[config.mk]
export PLATFORM = sky130hd
export DESIGN_NAME = vcag_top
export DESIGN_NICKNAME = d
export VERILOG_FILES = /design/src/rtl/vcag_pkg.sv /design/src/rtl/vcag_clamp.sv /design/src/rtl/vcag_gain_acc.sv /design/src/rtl/vcag_gain_hold.sv /design/src/rtl/vcag_top.sv
export SDC_FILE = /design/constraint.sdc
export NUM_CORES = 1
export LEC_CHECK = 0
export ABC_AREA = 1
export CELL_PAD_IN_SITES_DETAIL_PLACEMENT = 1
export CELL_PAD_IN_SITES_GLOBAL_PLACEMENT = 1
export CORE_MARGIN = 5
export CORE_UTILIZATION = 40
export CTS_CLUSTER_DIAMETER = 50
export DETAILED_ROUTE_END_ITERATION = 12
export PLACE_DENSITY = 0.82
export SYNTH_ARGS = -nofsm -noshare
export SYNTH_HDL_FRONTEND = slang
export SYNTH_SLANG_ARGS = --single-unit
[constraint.sdc]
create_clock -name clk -period 4.1 [get_ports clk]
set_input_delay 0.41 -clock clk [delete_from_list [all_inputs] [get_ports clk]]
set_output_delay 0.41 -clock clk [all_outputs]
set_load 0.03 [all_outputs]
[src/rtl/vcag_pkg.sv]
package vcag_pkg;
    localparam int CODE_W = 9;

    typedef enum logic [2:0] {
        SRC_COMPOSITE = 3'd0,
        SRC_SEP_LUMA  = 3'd1,
        SRC_CHROMA    = 3'd2,
        SRC_DIFF      = 3'd3,
        SRC_COMP_Y    = 3'd4,
        SRC_RGB       = 3'd5,
        SRC_RSVD6     = 3'd6,
        SRC_RSVD7     = 3'd7
    } src_kind_e;

    function automatic logic [CODE_W-1:0] clamp_target(input src_kind_e k);
        case (k)
            SRC_CHROMA, SRC_DIFF:  clamp_target = CODE_W'(256);
            SRC_COMP_Y, SRC_RGB:   clamp_target = CODE_W'(32);
            default:               clamp_target = CODE_W'(120);
        endcase
    endfunction
endpackage

[src/rtl/vcag_clamp.sv]
module vcag_clamp
    import vcag_pkg::*;
(
    input  logic              clk,
    input  logic              rst_n,
    input  logic              smp_en,
    input  logic              vblank,
    input  logic              hclamp,
    input  logic [CODE_W-1:0] code,
    input  logic [CODE_W-1:0] target,
    output logic              up,
    output logic              dn
);
    typedef struct packed {
        logic up;
        logic dn;
    } clamp_st_t;

    clamp_st_t st_d, st_q;

    always_comb begin
        st_d = st_q;
        if (smp_en) begin
            st_d.up = 1'b0;
            st_d.dn = 1'b0;
            if (!vblank && hclamp) begin
                st_d.up = (code < target);
                st_d.dn = (code > target);
            end
        end
    end

    always_ff @(posedge clk) begin
        if (!rst_n) st_q <= '0;
        else        st_q <= st_d;
    end

    assign up = st_q.up;
    assign dn = st_q.dn;
endmodule

[src/rtl/vcag_gain_acc.sv]
module vcag_gain_acc
    import vcag_pkg::*;
#(
    parameter int ACC_W    = 18,
    parameter int WHITE_PK = 510,
    parameter int SYNC_REF = 1,
    parameter int SYNC_HI  = 4
) (
    input  logic              clk,
    input  logic              rst_n,
    input  logic              smp_en,
    input  logic              vblank,
    input  logic              agc_on,
    input  logic              hsync,
    input  logic [CODE_W-1:0] code,
    output logic [CODE_W-1:0] agv
);
    localparam int FRAC_W = ACC_W - CODE_W;
    localparam logic [ACC_W-1:0] STEP    = ACC_W'(1) << FRAC_W;
    localparam logic [ACC_W-1:0] ACC_MID = ACC_W'(1) << (ACC_W - 1);
    localparam logic [ACC_W-1:0] ACC_MAX = '1;
    localparam logic [CODE_W-1:0] PK_C  = CODE_W'(WHITE_PK);
    localparam logic [CODE_W-1:0] REF_C = CODE_W'(SYNC_REF);
    localparam logic [CODE_W-1:0] HI_C  = CODE_W'(SYNC_HI);

    typedef struct packed {
        logic [ACC_W-1:0] acc;
        logic             hs_prev;
    } acc_st_t;

    acc_st_t st_d, st_q;
    logic    line_eval;

    assign line_eval = hsync && !st_q.hs_prev;

    always_comb begin
        st_d = st_q;
        if (smp_en) begin
            st_d.hs_prev = hsync;
            if (agc_on && !vblank) begin
                if (code > PK_C) begin
                    st_d.acc = (st_q.acc < STEP) ? '0 : st_q.acc - STEP;
                end else if (line_eval) begin
                    if (code > HI_C)
                        st_d.acc = (st_q.acc == ACC_MAX) ? ACC_MAX : st_q.acc + 1'b1;
                    else if (code < REF_C)
                        st_d.acc = (st_q.acc == '0) ? '0 : st_q.acc - 1'b1;
                end
            end
        end
    end

    always_ff @(posedge clk) begin
        if (!rst_n) begin
            st_q.acc     <= ACC_MID;
            st_q.hs_prev <= 1'b0;
        end else begin
            st_q <= st_d;
        end
    end

    assign agv = st_q.acc[ACC_W-1 -: CODE_W];
endmodule

[src/rtl/vcag_gain_hold.sv]
module vcag_gain_hold
    import vcag_pkg::*;
(
    input  logic              clk,
    input  logic              rst_n,
    input  logic              smp_en,
    input  logic              vblank,
    input  logic [CODE_W-1:0] agv,
    input  logic [CODE_W-1:0] upd_lvl,
    output logic [CODE_W-1:0] fgv
);
    localparam logic [CODE_W-1:0] GAIN_MID = CODE_W'(1) << (CODE_W - 1);

    typedef struct packed {
        logic [CODE_W-1:0] fgv;
    } hold_st_t;

    hold_st_t          st_d, st_q;
    logic [CODE_W-1:0] drift;

    assign drift = (agv > st_q.fgv) ? agv - st_q.fgv : st_q.fgv - agv;

    always_comb begin
        st_d = st_q;
        if (smp_en && !vblank && (drift >= upd_lvl))
            st_d.fgv = agv;
    end

    always_ff @(posedge clk) begin
        if (!rst_n) st_q.fgv <= GAIN_MID;
        else        st_q     <= st_d;
    end

    assign fgv = st_q.fgv;
endmodule

[src/rtl/vcag_top.sv]
module vcag_top
    import vcag_pkg::*;
#(
    parameter int ACC_W    = 18,
    parameter int WHITE_PK = 510,
    parameter int SYNC_REF = 1,
    parameter int SYNC_HI  = 4
) (
    input  logic       clk,
    input  logic       rst_n,
    input  logic       smp_en,
    input  logic [8:0] adc_code,
    input  logic       hclamp,
    input  logic       hsync,
    input  logic       vblank,
    input  logic [2:0] src_kind,
    input  logic       agc_on,
    input  logic [8:0] man_gain,
    input  logic [8:0] upd_lvl,
    output logic       clamp_up,
    output logic       clamp_dn,
    output logic [8:0] gain_code
);
    logic [CODE_W-1:0] target;
    logic [CODE_W-1:0] agv;
    logic [CODE_W-1:0] fgv;

    assign target = clamp_target(src_kind_e'(src_kind));

    vcag_clamp u_clamp (
        .clk    (clk),
        .rst_n  (rst_n),
        .smp_en (smp_en),
        .vblank (vblank),
        .hclamp (hclamp),
        .code   (adc_code),
        .target (target),
        .up     (clamp_up),
        .dn     (clamp_dn)
    );

    vcag_gain_acc #(
        .ACC_W    (ACC_W),
        .WHITE_PK (WHITE_PK),
        .SYNC_REF (SYNC_REF),
        .SYNC_HI  (SYNC_HI)
    ) u_acc (
        .clk    (clk),
        .rst_n  (rst_n),
        .smp_en (smp_en),
        .vblank (vblank),
        .agc_on (agc_on),
        .hsync  (hsync),
        .code   (adc_code),
        .agv    (agv)
    );

    vcag_gain_hold u_hold (
        .clk     (clk),
        .rst_n   (rst_n),
        .smp_en  (smp_en),
        .vblank  (vblank),
        .agv     (agv),
        .upd_lvl (upd_lvl),
        .fgv     (fgv)
    );

    assign gain_code = agc_on ? fgv : man_gain;
endmodule

Yosys cells after proc, flatten, opt, wreduce, memory -nomap -nowiden. Cells that the tools add are included.

Reduce and logical (&&, ||, !) cells: 13. Bitwise gates (word level): 0. Mux-type cells: 11. Add/subtract/negate cells: 5. Shift operators: 0. Equality and inequality tests: 5. $mul: 0. Divide/modulo/power cells: 0. Magnitude comparators: 8.

Operators with widths (number): 18-bit 2-to-1 mux (7); 18-bit by 1-bit adder with 18-bit output, second input constant (1); 18-bit equality test, second input constant (1); 9-bit > comparator (2); 18-bit logical NOT (1); 18-bit by 10-bit less-than comparator with 1-bit output, second input constant (1); 9-bit 2-to-1 mux (2); 9-bit one-hot mux with 2 select lines (1); 18-bit by 1-bit subtractor with 18-bit output, second input constant (1); 18-bit by 10-bit subtractor with 18-bit output, second input constant (1); 9-bit subtractor (2); 9-bit greater-or-equal comparator (1); 9-bit by 3-bit > comparator with 1-bit output, second input constant (1); 9-bit > comparator, second input constant (1); 9-bit by 1-bit less-than comparator with 1-bit output, second input constant (1); 9-bit less-than comparator (1); 3-bit by 2-bit equality test with 1-bit output, second input constant (2); 3-bit equality test, second input constant (2); 1-bit logical AND (5); 4-bit AND reduction (1); 2-bit OR reduction (2); 3-bit nonzero test (1); 1-bit logical NOT (2); 2-bit 2-to-1 mux (1); 2-bit nonzero test (1).

Bits of input ports: 37. Register bits: 30. ROM bits: 0. RAM bits: 0. Latch bits: 0. Memories kept: 0. Output and inout bits: 11.

Depth between registers and ports, before layout. Gate-level depths: netlist (run 1).

Depth in word-level cells: 6. Mapped depth: 23.

Modules after synthesis. From an unflattened synthesis (run 1), not the netlist that was laid out.

Cell total of the unflattened synthesis: 806. Area, all modules: 4709.5 sq um.

Modules (own cells, without submodules): vcag_gain_acc (cells each 434, area an instance 2509.9 sq um, instances 1); vcag_gain_hold (cells each 283, area an instance 1666.6 sq um, instances 1); vcag_clamp (cells each 55, area an instance 370.4 sq um, instances 1); vcag_top (cells each 34, area an instance 162.7 sq um, instances 1).

Least setup slack after synthesis (run 1). OpenSTA, ideal clock, no wires.

Path type: register -> register. Start: register u_acc.st_q (netlist bit u_acc.agv[1]). End: register u_hold.fgv[8] (netlist name). Path slack: 0.871 ns. Data arrival time: 3.095 ns. Stages on the path, launching flop included: 18. Clock period less this slack: 3.229 ns. Path buffers: 2. Cells stage by stage: dfxtp_1 > inv_1 > ha_1 > nand2_1 > o21ai_1 > a21oi_1 > o21ai_1 > nand2_1 > buf_2 > a21oi_1 > a21oi_1 > ha_1 > a21oi_1 > o21a_1 > nand4_1 > nand2_1 > clkbuf_1 > o211ai_1.

Word-level cells in the longest chain between the ends: 4. Elaborated cells on any way between the ends: 6.

RTL lines: from (decl) (line vcag_gain_acc.sv:31) `acc_st_t st_d, st_q;`; from (signal assigned) (line vcag_gain_acc.sv:58) `st_q <= st_d;`; 9-bit subtractor or 9-bit > comparator (tied branches) (line vcag_gain_hold.sv:21) `assign drift = (agv > st_q.fgv) ? agv - st_q.fgv : st_q.fgv - agv;`; 9-bit 2-to-1 mux (*) (line vcag_gain_hold.sv:21); 9-bit greater-or-equal comparator (*) (line vcag_gain_hold.sv:25) `if (smp_en && !vblank && (drift >= upd_lvl))`; 1-bit logical AND (*) (line vcag_gain_hold.sv:25).

Mark *: on every way between the ends. The rest lies on a longest branch, timed or not. A chain may end at the register's enable or synchronous reset.

Worst setup path after layout (run 1).
Start: register u_acc.st_q (netlist bit u_acc.agv[2]). End: register u_hold.fgv[4] (netlist name).

Word-level cells in the longest chain between the ends: 4. Elaborated cells on any way between the ends: 6.

RTL lines (line): 9-bit subtractor or 9-bit > comparator (tied branches) (vcag_gain_hold.sv:21); 9-bit 2-to-1 mux (*) (vcag_gain_hold.sv:21); 9-bit greater-or-equal comparator (*) (vcag_gain_hold.sv:25); 1-bit logical AND (*) (vcag_gain_hold.sv:25).

Marks and branches as above.

==> run metrics, run 1 <==
status=finished clean; power density cells=453 nW/um^2; Layout area overhead=17.6%; largest net degree at the start of global routing=22; complex-gate fraction of the synthesized area=18.6%; Layout Cells excl Fill=803; WL/cell=15.7 um; Max Fclk=276 MHz; Min-Delay Path Class=reg -> reg; DR iter-0 viols=150; number of global-route vias before repair=4,633; vias post-DR=4,186; ys flop type=dfxtp_1; Max Cap Viol=0; TritonCTS clock tree=built; Worst-path clk slew=0.08 ns; I/O Buffers=46; post-synth top area share=15.5%; XOR/XNOR Fraction of Synth Area=7.67%; CTS max path bufs=2; Post-synth top cells=nand2_1, inv_1, a21oi_1, nor2_1, o21ai_0; Final Total Pwr=2.07 mW; Post-DP Area=4480 um^2; Post-synth EDFFs=0; first-pass GRT wire length=21.8 mm; Starting Density=40.3%; row cnt=36; Synth Cell Area=3880 um^2; Routed Antenna Nets=0; Sw Ratio=50.3%; layout cell share with drive strength beyond 1=7.91%; area share of fa/ha/maj cells after synthesis=12.6%; worst path required time=4.31 ns; Vias/cell=5.21; syn avg cell area=6.19 um^2; syn nets=703; drt pass-1 iters=4; Post-Route Utilization=47.4%; total clock buffers created by CTS=5; Final Wtd Congestion=0.848; H-tree levels=2; Core Area=9640 um^2; period utilization=88.5%; DIE WIDTH=109 um; static leakage=2.34 nW; grt ovf=0; Max VDD drop=0.358 mV; worst-path fanout max=18; Synth Instances=628; combinational fraction of design power=70.5%; GRT Util Overall=22.8%; Ant. Diodes=0; clock skew=0.0118 ns; Die Y=109 um; largest family of logic cells by synthesized area=simple AND/OR/NAND/NOR gates; detailed-route DRC error count=0; most common cell in the netlist=nand2_1; mux cell area share after synthesis=0%; Seq/Total Area, Yosys=15.5%; Yosys cell types=43; final setup violation count=0; initial antenna violation count=0; Worst EP arrival=3.84 ns; design area=4570 um^2; Multi-input gate area=2830 um^2; Synth area leaders=dfxtp_1, nand2_1, ha_1, a21oi_1, inv_1; # hold bufs at CTS=0; root buffer cell=clkbuf_8; Setup Buffers After CTS=0; Worst Setup End Kind=flip-flop; Yosys warnings=0; Synth Register Bits=30; Fin Setup TNS=0 ns; Die ar.=11,800 um^2; Startpoint Class=flip-flop; HPWL Detailed=10.4 mm; final hold violation count=0; clk_lat worst skew=0.29 ns; RSZ-0062 raised after global routing=no; sequential share of power=16.7%; internal power=1.03 mW; worst slew pin tran=0.728 ns; P_sw=1.04 mW; Synth area leader=dfxtp_1; # IOs=48; dpl cells=795; WS Path Type=reg -> reg; Post-Synth Simple-Gate Area=33.8%; post-cts resize count=0; Total Wirelength=12.6 mm; max_slew headroom=51.3%; clock sink count=30; Async SR Flop Fraction=0%; FF+latch area=601 um^2; filler cell count=1,347; fin. max-slew vios=0; min cycle time layout=3.63 ns; clock network fraction of total power=12.8%; fin nets=744
[area by class of cell]
class | count | share of cell area (%)
Tap cell | 133 | 3.64
Inverter | 90 | 7.39
Sequential cell | 30 | 13.1
Clock inverter | 1 | 0.109
Timing Repair Buffer | 56 | 12.0
Clock buffer | 7 | 1.89
Multi-Input combinational cell | 486 | 61.8
[worst paths after layout]
check	from	end	slack [ns]	cells after the start
worst min register to register	u_clamp.up	u_clamp.up	0.49	2
worst max register to register	u_acc.agv[2]	u_hold.fgv[4]	0.47	20
worst max-delay path	u_acc.agv[2]	u_hold.fgv[4]	0.47	20
worst min-delay path	u_clamp.up	u_clamp.up	0.49	2
[cells by family after synthesis]
group           after synthesis
simple gates                280
compound gates              134
buf+inv                     112
fa+ha+maj                    38
xor+xnor                     34
flops                        30
[metrics by stage]
stage / hold slack [ns] / setup slack [ns]
after global routing: 0.508 / 0.000317
final: 0.485 / 0.473
after floorplan: 0.446 / 0.871
after global placement: 0.457 / 0.645
after CTS: 0.497 / 0.463
after detailed placement: 0.484 / 0.483
[state kept, by name (all words and copies together), names as in the netlist]
| name | flops |
|---|---|
| u_hold.fgv | 9 |
| u_acc.st_q | 10 |
| u_acc.agv | 9 |
| u_clamp.up | 1 |
| u_clamp.dn | 1 |
[cell usage in the layout (no fill, tap or decap), types with 6 or more instances in the layout]
cell type / synthesis / layout
nand2_1: 151 / 151
inv_1: 79 / 79
a21oi_1: 60 / 60
nor2_1: 49 / 49
clkdlybuf4s50_1: 0 / 46
o21ai_0: 41 / 41
nand3_1: 40 / 40
ha_1: 36 / 36
xor2_1: 32 / 32
dfxtp_1: 30 / 30
o21ai_1: 18 / 18
buf_4: 4 / 9
inv_2: 8 / 8
nor3_1: 6 / 6
nand4_1: 6 / 6
nor2_4: 6 / 6
nand3_2: 6 / 6
clkbuf_8: 0 / 6
[power by group through the flow]
stage / sequential [mW] / combinational, mW / clock, mW
after floorplan: 0.347 / 1.05 / 0
after global routing: 0.351 / 1.68 / 0.285
after global placement: 0.350 / 1.37 / 0
after detailed placement: 0.353 / 1.47 / 0
after CTS: 0.346 / 1.48 / 0.272
final: 0.346 / 1.46 / 0.264
[critical path: stages, from the launching register on]
cell and delay, ns:
dfxtp_1 0.34, inv_1 0.12, ha_1 0.47, nand2_1 0.14, o21ai_1 0.25, a21oi_1 0.15, o21ai_1 0.14, nand2_1 0.26
inv_1 0.26, nand2_1 0.07, nand2_1 0.06, inv_1 0.04, ha_1 0.31, a21oi_1 0.17, o21ai_0 0.11, nand2_1 0.07
nand4_1 0.08, nand2_1 0.11, buf_12 0.15, o21ai_0 0.08, a21oi_1 0.17
[layer usage]
| layer | vias up | track usage, % | wire length, um |
|---|---|---|---|
| li1 | 2109 | - | - |
| met1 | 1999 | 28.3 | 5760 |
| met2 | 63 | 42.1 | 6370 |
| met3 | 15 | 2.69 | 342 |
| met4 | 0 | 4.87 | 155 |
| met5 | - | 0 | 0 |
Power figures use the tool's default switching activity.
==> run 2, diff against run 1 <==
--- a/config.mk
+++ b/config.mk
@@ -6,6 +6,7 @@
 export NUM_CORES = 1
 export LEC_CHECK = 0
 export ABC_AREA = 1
+export CAP_MARGIN = 20
 export CELL_PAD_IN_SITES_DETAIL_PLACEMENT = 1
 export CELL_PAD_IN_SITES_GLOBAL_PLACEMENT = 1
 export CORE_MARGIN = 5
@@ -13,6 +14,7 @@
 export CTS_CLUSTER_DIAMETER = 50
 export DETAILED_ROUTE_END_ITERATION = 12
 export PLACE_DENSITY = 0.82
+export SLEW_MARGIN = 10
 export SYNTH_ARGS = -nofsm -noshare
 export SYNTH_HDL_FRONTEND = slang
 export SYNTH_SLANG_ARGS = --single-unit
==> results of run 2 <==
Final layout, timing and power as in run 1 (identical DEF).
